File: config.mk
export PLATFORM = sky130hd
export DESIGN_NAME = subword_regfile
export DESIGN_NICKNAME = d
export VERILOG_FILES = /design/src/rtl/subword_regfile_pkg.sv /design/src/rtl/subword_regfile_ctrl.sv /design/src/rtl/subword_regfile_dp.sv /design/src/rtl/subword_regfile.sv
export SDC_FILE = /design/constraint.sdc
export NUM_CORES = 1
export LEC_CHECK = 0
export ABC_AREA = 1
export BUFFER_PORTS_ARGS = -buffer_cell sky130_fd_sc_hd__buf_2
export CORE_MARGIN = 2
export CORE_UTILIZATION = 55
export CTS_CLUSTER_DIAMETER = 80
export DETAILED_ROUTE_END_ITERATION = 10
export MAX_ROUTING_LAYER = met4
export PLACE_DENSITY = 0.77
export REMOVE_ABC_BUFFERS = 1
export SYNTH_ARGS = -nofsm -noshare
export SYNTH_HDL_FRONTEND = slang
export SYNTH_HIERARCHICAL = 1
export SYNTH_SLANG_ARGS = --single-unit
File: constraint.sdc
create_clock -name clk -period 1.4 [get_ports clk]
set_clock_uncertainty 0.15 [all_clocks]
set_input_delay 0.14 -clock clk [delete_from_list [all_inputs] [get_ports clk]]
set_output_delay 0.14 -clock clk [all_outputs]
set_load 0.1 [all_outputs]
File: src/rtl/subword_regfile_pkg.sv
package subword_regfile_pkg;
  localparam int DATA_W    = 32;
  localparam int NUM_REGS  = 8;
  localparam int BYTE_REGS = 4;
  localparam int IDX_W     = $clog2(NUM_REGS);
  localparam int LANE_W    = 8;
  localparam int LANES     = DATA_W / LANE_W;
  localparam int SIZE_W    = 2;

  typedef enum logic [SIZE_W-1:0] {
    SZ_WORD = 2'd0,
    SZ_HALF = 2'd1,
    SZ_BLO  = 2'd2,
    SZ_BHI  = 2'd3
  } accSize_e;

  typedef struct packed {
    logic [NUM_REGS-1:0] regSel;
    logic [LANES-1:0]    laneEn;
    logic                hiLane;
  } wrStrobe_t;

  function automatic logic isByteSize(accSize_e s);
    return (s == SZ_BLO) || (s == SZ_BHI);
  endfunction
endpackage

File: src/rtl/subword_regfile_ctrl.sv
module subword_regfile_ctrl
  import subword_regfile_pkg::*;
(
  input  logic             wrEn,
  input  logic [IDX_W-1:0] wrIdx,
  input  accSize_e         wrSize,
  input  logic [IDX_W-1:0] rdIdxA,
  input  accSize_e         rdSizeA,
  input  logic [IDX_W-1:0] rdIdxB,
  input  accSize_e         rdSizeB,
  output wrStrobe_t        strobe,
  output logic             wrIllegal,
  output logic             rdIllegalA,
  output logic             rdIllegalB
);
  localparam logic [IDX_W-1:0] BYTE_LIM = IDX_W'(BYTE_REGS);

  function automatic logic noByteView(logic [IDX_W-1:0] idx, accSize_e s);
    return isByteSize(s) && (idx >= BYTE_LIM);
  endfunction

  logic wrBad;

  always_comb begin
    wrBad      = noByteView(wrIdx, wrSize);
    wrIllegal  = wrEn && wrBad;
    rdIllegalA = noByteView(rdIdxA, rdSizeA);
    rdIllegalB = noByteView(rdIdxB, rdSizeB);
    strobe     = '0;
    if (wrEn && !wrBad) begin
      strobe.regSel[wrIdx] = 1'b1;
      unique case (wrSize)
        SZ_WORD: strobe.laneEn = '1;
        SZ_HALF: strobe.laneEn = LANES'(2'b11);
        SZ_BLO:  strobe.laneEn = LANES'(2'b01);
        SZ_BHI: begin
          strobe.laneEn = LANES'(2'b10);
          strobe.hiLane = 1'b1;
        end
        default: strobe.laneEn = '0;
      endcase
    end
  end
endmodule

File: src/rtl/subword_regfile_dp.sv
module subword_regfile_dp
  import subword_regfile_pkg::*;
(
  input  logic              clk,
  input  logic              rstN,
  input  wrStrobe_t         strobe,
  input  logic [DATA_W-1:0] wrData,
  input  logic [IDX_W-1:0]  rdIdxA,
  input  accSize_e          rdSizeA,
  input  logic              rdIllegalA,
  input  logic [IDX_W-1:0]  rdIdxB,
  input  accSize_e          rdSizeB,
  input  logic              rdIllegalB,
  output logic [DATA_W-1:0] rdDataA,
  output logic [DATA_W-1:0] rdDataB
);
  logic [DATA_W-1:0] regs [NUM_REGS];
  logic [DATA_W-1:0] alignedData;

  assign alignedData = strobe.hiLane ? (wrData << LANE_W) : wrData;

  always_ff @(posedge clk or negedge rstN) begin
    if (!rstN) begin
      for (int r = 0; r < NUM_REGS; r++) regs[r] <= '0;
    end else begin
      for (int r = 0; r < NUM_REGS; r++) begin
        if (strobe.regSel[r]) begin
          for (int l = 0; l < LANES; l++) begin
            if (strobe.laneEn[l]) regs[r][l*LANE_W +: LANE_W] <= alignedData[l*LANE_W +: LANE_W];
          end
        end
      end
    end
  end

  function automatic logic [DATA_W-1:0] extract(logic [DATA_W-1:0] w, accSize_e s, logic bad);
    logic [DATA_W-1:0] res;
    res = '0;
    if (!bad) begin
      unique case (s)
        SZ_WORD: res = w;
        SZ_HALF: res[2*LANE_W-1:0] = w[2*LANE_W-1:0];
        SZ_BLO:  res[LANE_W-1:0]   = w[LANE_W-1:0];
        SZ_BHI:  res[LANE_W-1:0]   = w[2*LANE_W-1:LANE_W];
        default: res = '0;
      endcase
    end
    return res;
  endfunction

  assign rdDataA = extract(regs[rdIdxA], rdSizeA, rdIllegalA);
  assign rdDataB = extract(regs[rdIdxB], rdSizeB, rdIllegalB);
endmodule

File: src/rtl/subword_regfile.sv
module subword_regfile
  import subword_regfile_pkg::*;
(
  input  logic              clk,
  input  logic              rstN,
  input  logic              wrEn,
  input  logic [IDX_W-1:0]  wrIdx,
  input  logic [SIZE_W-1:0] wrSize,
  input  logic [DATA_W-1:0] wrData,
  output logic              wrIllegal,
  input  logic [IDX_W-1:0]  rdIdxA,
  input  logic [SIZE_W-1:0] rdSizeA,
  output logic [DATA_W-1:0] rdDataA,
  output logic              rdIllegalA,
  input  logic [IDX_W-1:0]  rdIdxB,
  input  logic [SIZE_W-1:0] rdSizeB,
  output logic [DATA_W-1:0] rdDataB,
  output logic              rdIllegalB
);
  wrStrobe_t strobe;

  subword_regfile_ctrl u_ctrl (
    .wrEn       (wrEn),
    .wrIdx      (wrIdx),
    .wrSize     (accSize_e'(wrSize)),
    .rdIdxA     (rdIdxA),
    .rdSizeA    (accSize_e'(rdSizeA)),
    .rdIdxB     (rdIdxB),
    .rdSizeB    (accSize_e'(rdSizeB)),
    .strobe     (strobe),
    .wrIllegal  (wrIllegal),
    .rdIllegalA (rdIllegalA),
    .rdIllegalB (rdIllegalB)
  );

  subword_regfile_dp u_dp (
    .clk        (clk),
    .rstN       (rstN),
    .strobe     (strobe),
    .wrData     (wrData),
    .rdIdxA     (rdIdxA),
    .rdSizeA    (accSize_e'(rdSizeA)),
    .rdIllegalA (rdIllegalA),
    .rdIdxB     (rdIdxB),
    .rdSizeB    (accSize_e'(rdSizeB)),
    .rdIllegalB (rdIllegalB),
    .rdDataA    (rdDataA),
    .rdDataB    (rdDataB)
  );
endmodule

==> flow_summary.json, run 1 <==
{
  "synthFlopType": "dfrtp_1",
  "synth_top_cell_area_share": 0.422,
  "setup_viol": 64,
  "p_leak_uw": 0.0108,
  "cpPeakStageDelay_ns": 0.36,
  "vias_per_cell": 6.11,
  "cts_tree": "built",
  "setup.worst_path.start_class": "register",
  "path_cells": "inv_2 -> nand2_2 -> nand3_2 -> nand2_1 -> nand2_2 -> buf_4 -> a21oi_2 -> buf_4 -> buf_12",
  "status": "finished with violations",
  "hpwlAfterDp_mm": 39.2,
  "regMostFlops": "u_dp/regs",
  "grt_first_pass_wirelength_mm": 92.1,
  "vias": 18000,
  "initial_utilization": 0.561,
  "cts_buffer_depth": 3,
  "rsz0062_at_grt": "yes",
  "synth_area_um2": 15200,
  "cp.depth": 9,
  "gp_congestion": 0.970,
  "overflow": 0,
  "peakVddDrop_uv": 1140,
  "synth_cell_types": 24,
  "grt_max_degree": 55,
  "h-tree-depth": 1,
  "place_inst": 2851,
  "synth-seq-cells": 256,
  "mostFrequentLayoutCells": "nand2_1 (765), dfrtp_1 (256), buf_4 (207)",
  "startpoint": "u_dp/regs[73]",
  "syn_inst": 2261,
  "timing.rr.start": "u_dp/regs[142]",
  "wire_per_inst_um": 20.4,
  "finish.cell_count_without_fillers": 2944,
  "drc": 0,
  "r2r-end": "u_dp/regs[142]",
  "cts_num_sinks": 256,
  "drive_gt1_frac": 0.348,
  "drt_iter0_markers": 2426,
  "synth_edf_count": 0,
  "final-hold-violation-count": 0,
  "reg_top3": "u_dp/regs (256)",
  "num-nets-final": 2631,
  "placement.io_buffers": 116,
  "worst-endpoint-required_ns": 1.11,
  "die_x_um": 170,
  "cap_violations": 0,
  "crit_arrival_ns": 1.85,
  "reg2reg_slack_ns": 0.27,
  "clk_pin_slew_ns": 0.06,
  "timing.final.ws_setup_ns": -0.739,
  "power_density_nw_per_um2": 1230,
  "max_freq_mhz": 468,
  "first_pass_iters": 6,
  "yosys_warnings": 6,
  "path_buf_inv": 4,
  "rows": 60,
  "clock_latency_ns": 0.55,
  "holdPathStages": 6,
  "layout_commonest_cell": "nand2_1",
  "relSlewSlack": 0.465,
  "violations": "setup timing",
  "critical_path_class": "register to primary output",
  "avgSynthCellArea_um2": 6.71,
  "period_minus_slack_ns": 2.14,
  "die_h_um": 170,
  "grt_pass1_vias": 16900,
  "routed_wl_mm": 60.1,
  "crit_slowest_cell": "dfrtp_1",
  "synth_area_leaders": "dfrtp_1 (42%), nand2_1 (21%), o21ai_0 (8.1%), nand3_1 (7.9%), a21oi_1 (5.2%)",
  "hold_class": "primary input to register",
  "critPathTopFamily": "buffers and inverters",
  "track_usage": 0.418,
  "power_uw": 27200,
  "syn2layout_area_growth_pct": 46.2,
  "maxSlewViolCount": 0,
  "core_um2": 27000,
  "end_kind": "primary output",
  "numCtsBuffers": 29,
  "cp-endpoint": "rdDataB[9]",
  "worst_pin_slew_ns": 0.800,
  "synth_top_area_cell": "dfrtp_1",
  "antenna_found_initial": 1,
  "antenna_left": 0,
  "async_flop_share": 1.00,
  "synth_seq_area_share": 0.422,
  "min_period_over_period": 1.53,
  "die_area_um2": 28900,
  "root_buffer": "clkbuf_16",
  "path_max_fanout": 3,
  "fin_setup_tns_ns": -37.01,
  "pin_count": 117,
  "rr_worst_depth": 5,
  "largest_register_ffs": 256
}
## worst min path at each step
| stage | startpoint | end | slack (ns) |
|---|---|---|---|
| finish | wrEn | u_dp/regs[229] | 0.03 |
| global route | wrData[4] | u_dp/regs[100] | 0.05 |
| floorplan | rstN | u_dp/regs[0] | -0.31 |
| detailed placement | rstN | u_dp/regs[183] | -0.11 |
| CTS | wrData[4] | u_dp/regs[100] | 0.002 |
| global placement | rstN | u_dp/regs[215] | -0.12 |
## worst register-to-register path, delay by kind of cell, from the launching register on
family,cells,cell delay (ns)
buffers and inverters,4,0.43
AO/OA/AOI/OAI,1,0.13
flip-flops,1,0.35
## kinds of logic (layout without fill, tap and decap cells)
| group | Yosys count | in the layout | share of synthesized area |
|---|---|---|---|
| flip-flops | 256 | 256 | 0.422 |
| other | 0 | 1 | 0 |
| AO/OA/AOI/OAI | 448 | 448 | 0.148 |
| buffers and inverters | 341 | 682 | 0.103 |
| AND/OR/NAND/NOR | 1216 | 1216 | 0.327 |
## Yosys cell counts, types with 2 or more instances
master      n
dfrtp_1   256
buf_2      38
buf_1      12
and3_1     32
clkinv_1    6
a21oi_1   159
buf_8       2
buf_6      21
inv_1     199
nor2_2      2
clkbuf_1   45
inv_2       2
or2_1       2
nand3_1   238
inv_4       2
nand2_1   860
nand2_2     2
buf_4      13
nor2_1     79
o21ai_0   246
o21ai_1    42
## final cells by class
| type | count | area (um2) |
|---|---|---|
| antenna | 1 | 2.50 |
| clock buffer | 43 | 878 |
| clock inverter | 9 | 170 |
| fill | 1639 | 4840 |
| inverter | 209 | 790 |
| multi-input combinational | 1664 | 8790 |
| sequential | 256 | 6410 |
| tap | 341 | 427 |
| timing repair buffer | 421 | 4720 |
## power by group
part / internal, uW / switching, uW / leakage (uW)
clock network: 5210 / 3170 / 0.000520
registers: 8810 / 877 / 0.00304
logic: 3520 / 5630 / 0.00719
total: 17500 / 9670 / 0.0108
## routing by layer
metal | part of all wire | vias to the layer above | GRT usage
met5 | 0 | - | -
met4 | 0.068 | 0 | 0.227
met3 | 0.11 | 328 | 0.0714
met2 | 0.46 | 1358 | 0.656
met1 | 0.36 | 8417 | 0.518
li1 | - | 7887 | -
## repair_timing
| item | 4_1_cts | 5_1_grt |
|---|---|---|
| gates resized for setup | 407 | 217 |
| endpoints found under the setup margin | 64 | 138 |
| hold buffers | 28 | 0 |
| setup buffers | 21 | 10 |
| endpoints found under the hold margin | 411 | 0 |
| pin swaps | 169 | 126 |
## per-stage QoR
step                cell area [um2]  hold WS, ns  worst slack, ns  utilization
detailed placement            19100       -0.115           -0.436        0.707
global placement              19100       -0.115           -0.439        0.707
CTS                           21400      0.00150           -0.698        0.790
global route                  22200       0.0525           -0.888        0.821
finish                        22200       0.0260           -0.739        0.821
floorplan                     14400       -0.306            -1.67            -
Note: power is estimated with default switching activity, not from simulation.
==> inputs of run 2 (changes only) <==
--- a/config.mk
+++ b/config.mk
@@ -8,12 +8,12 @@
 export ABC_AREA = 1
 export BUFFER_PORTS_ARGS = -buffer_cell sky130_fd_sc_hd__buf_2
 export CORE_MARGIN = 2
-export CORE_UTILIZATION = 55
+export CORE_UTILIZATION = 40
 export CTS_CLUSTER_DIAMETER = 80
 export DETAILED_ROUTE_END_ITERATION = 10
 export MAX_ROUTING_LAYER = met4
-export PLACE_DENSITY = 0.77
 export REMOVE_ABC_BUFFERS = 1
+export SKIP_LAST_GASP = 1
 export SYNTH_ARGS = -nofsm -noshare
 export SYNTH_HDL_FRONTEND = slang
 export SYNTH_HIERARCHICAL = 1
==> flow_summary.json, run 2 (same netlist as run 1, synthesis figures left out) <==
{
  "status": "finished with violations",
  "violations": "setup timing",
  "die_x_um": 199,
  "core_um2": 37500,
  "relSlewSlack": 0.760,
  "wire_per_inst_um": 19.7,
  "post-route-cell-area_um2": 22600,
  "gp_congestion": 0.958,
  "path_max_fanout": 2,
  "power_density_nw_per_um2": 1180,
  "drt_iter0_markers": 1884,
  "routed_wl_mm": 62.1,
  "clock_latency_ns": 0.60,
  "postPlaceCellArea_um2": 19800,
  "cts_buffer_depth": 3,
  "rsz0062_at_grt": "yes",
  "max_freq_mhz": 465,
  "cap_violations": 0,
  "vias": 17300,
  "num-nets-final": 2669,
  "regMostFlops": "u_dp/regs",
  "initial_utilization": 0.405,
  "critical_path_class": "register to primary output",
  "die_h_um": 199,
  "layout_commonest_cell": "nand2_1",
  "mostFrequentLayoutCells": "nand2_1 (770), dfrtp_1 (256), buf_4 (231)",
  "crit_arrival_ns": 1.86,
  "power_uw": 26600,
  "period_minus_slack_ns": 2.15,
  "cts_tree": "built",
  "hold_slack_ns": 0.0152,
  "drc": 0,
  "grt_pass1_vias": 16600,
  "rows": 71,
  "final-hold-violation-count": 0,
  "antenna_found_initial": 0,
  "vias_per_cell": 5.47,
  "syn2layout_area_growth_pct": 48.9,
  "rr_worst_depth": 4,
  "setup_viol": 64,
  "reg2reg_slack_ns": 0.34,
  "die_area_um2": 39500,
  "postLayoutCoreUtil": 0.603,
  "pin_count": 117,
  "track_usage": 0.321,
  "worst_pin_slew_ns": 0.359,
  "maxSlewViolCount": 0,
  "p_leak_uw": 0.0109,
  "pre_cts_ws_ns": -0.584,
  "placement.io_buffers": 116,
  "setup.worst_path.start_class": "register",
  "overflow": 0,
  "end_kind": "primary output",
  "largest_register_ffs": 256,
  "grt_max_degree": 55,
  "holdPathStages": 6,
  "hold_class": "primary input to register",
  "reg_top3": "u_dp/regs (256)",
  "numCtsBuffers": 30,
  "hpwlAfterDp_mm": 42.0,
  "grt_first_pass_wirelength_mm": 94.1,
  "timing.final.ws_setup_ns": -0.750,
  "antenna_left": 0,
  "root_buffer": "clkbuf_16",
  "drive_gt1_frac": 0.346,
  "clk_pin_slew_ns": 0.06,
  "cts_num_sinks": 256,
  "diodes": 0,
  "worst-endpoint-required_ns": 1.11,
  "peakVddDrop_uv": 827,
  "first_pass_iters": 5,
  "fillCellCount": 3408,
  "h-tree-depth": 1,
  "min_period_over_period": 1.54
}
==> run 2: worst paths after layout <==
check | from | end
worst max-delay path | u_dp/regs[8] | rdDataB[8]
worst min-delay path | wrData[6] | u_dp/regs[102]
worst max register to register | u_dp/regs[11] | u_dp/regs[11]
worst min register to register | u_dp/regs[164] | u_dp/regs[164]
max in group asynchronous | rstN | u_dp/regs[216]
min in group asynchronous | rstN | u_dp/regs[14]
==> run 2: metrics by stage <==
stage               instances  setup TNS, ns
floorplan                2129        -488.93
global placement         3066         -83.16
detailed placement       3066         -86.85
CTS                      3142         -38.81
global route             3153         -42.74
finish                   3153         -38.16
==> run 2: layout make-up <==
class,count,area [um2],area share
Multi-Input combinational cell,1664,8630,0.382
Sequential cell,256,6410,0.284
Timing Repair Buffer,458,5150,0.228
Clock buffer,45,857,0.0379
Inverter,209,792,0.0351
Tap cell,511,639,0.0283
Clock inverter,10,105,0.00465
==> run 2: what timing repair did <==
action / 4_1_cts / 5_1_grt
hold buffers: 26 / 0
endpoints found under the setup margin: 64 / 90
hold endpoints to repair: 461 / 0
gates resized for setup: 424 / 180
buffers inserted: 12 / 13
pin swaps: 192 / 164
==> run 2: report_power, final <==
part	switching (uW)	total (uW)	leakage [uW]	internal, uW
logic	5520	9170	0.00737	3650
registers	806	9620	0.00304	8810
clock network	3360	7770	0.000467	4410
total	9680	26600	0.0109	16900
==> run 2: critical path: stages, from the launching register on <==
cell and delay (ns):
dfrtp_1 0.36, inv_2 0.05, buf_6 0.11, nand2_4 0.04, nand3_2 0.06, nand2_2 0.07, nand2_2 0.06, buf_6 0.12
a21oi_4 0.20, buf_12 0.20
==> run 2: layer usage <==
layer	global-route usage	share of wire
met5	-	0
met4	0.138	0.047
met3	0.0466	0.092
met2	0.500	0.46
met1	0.419	0.40
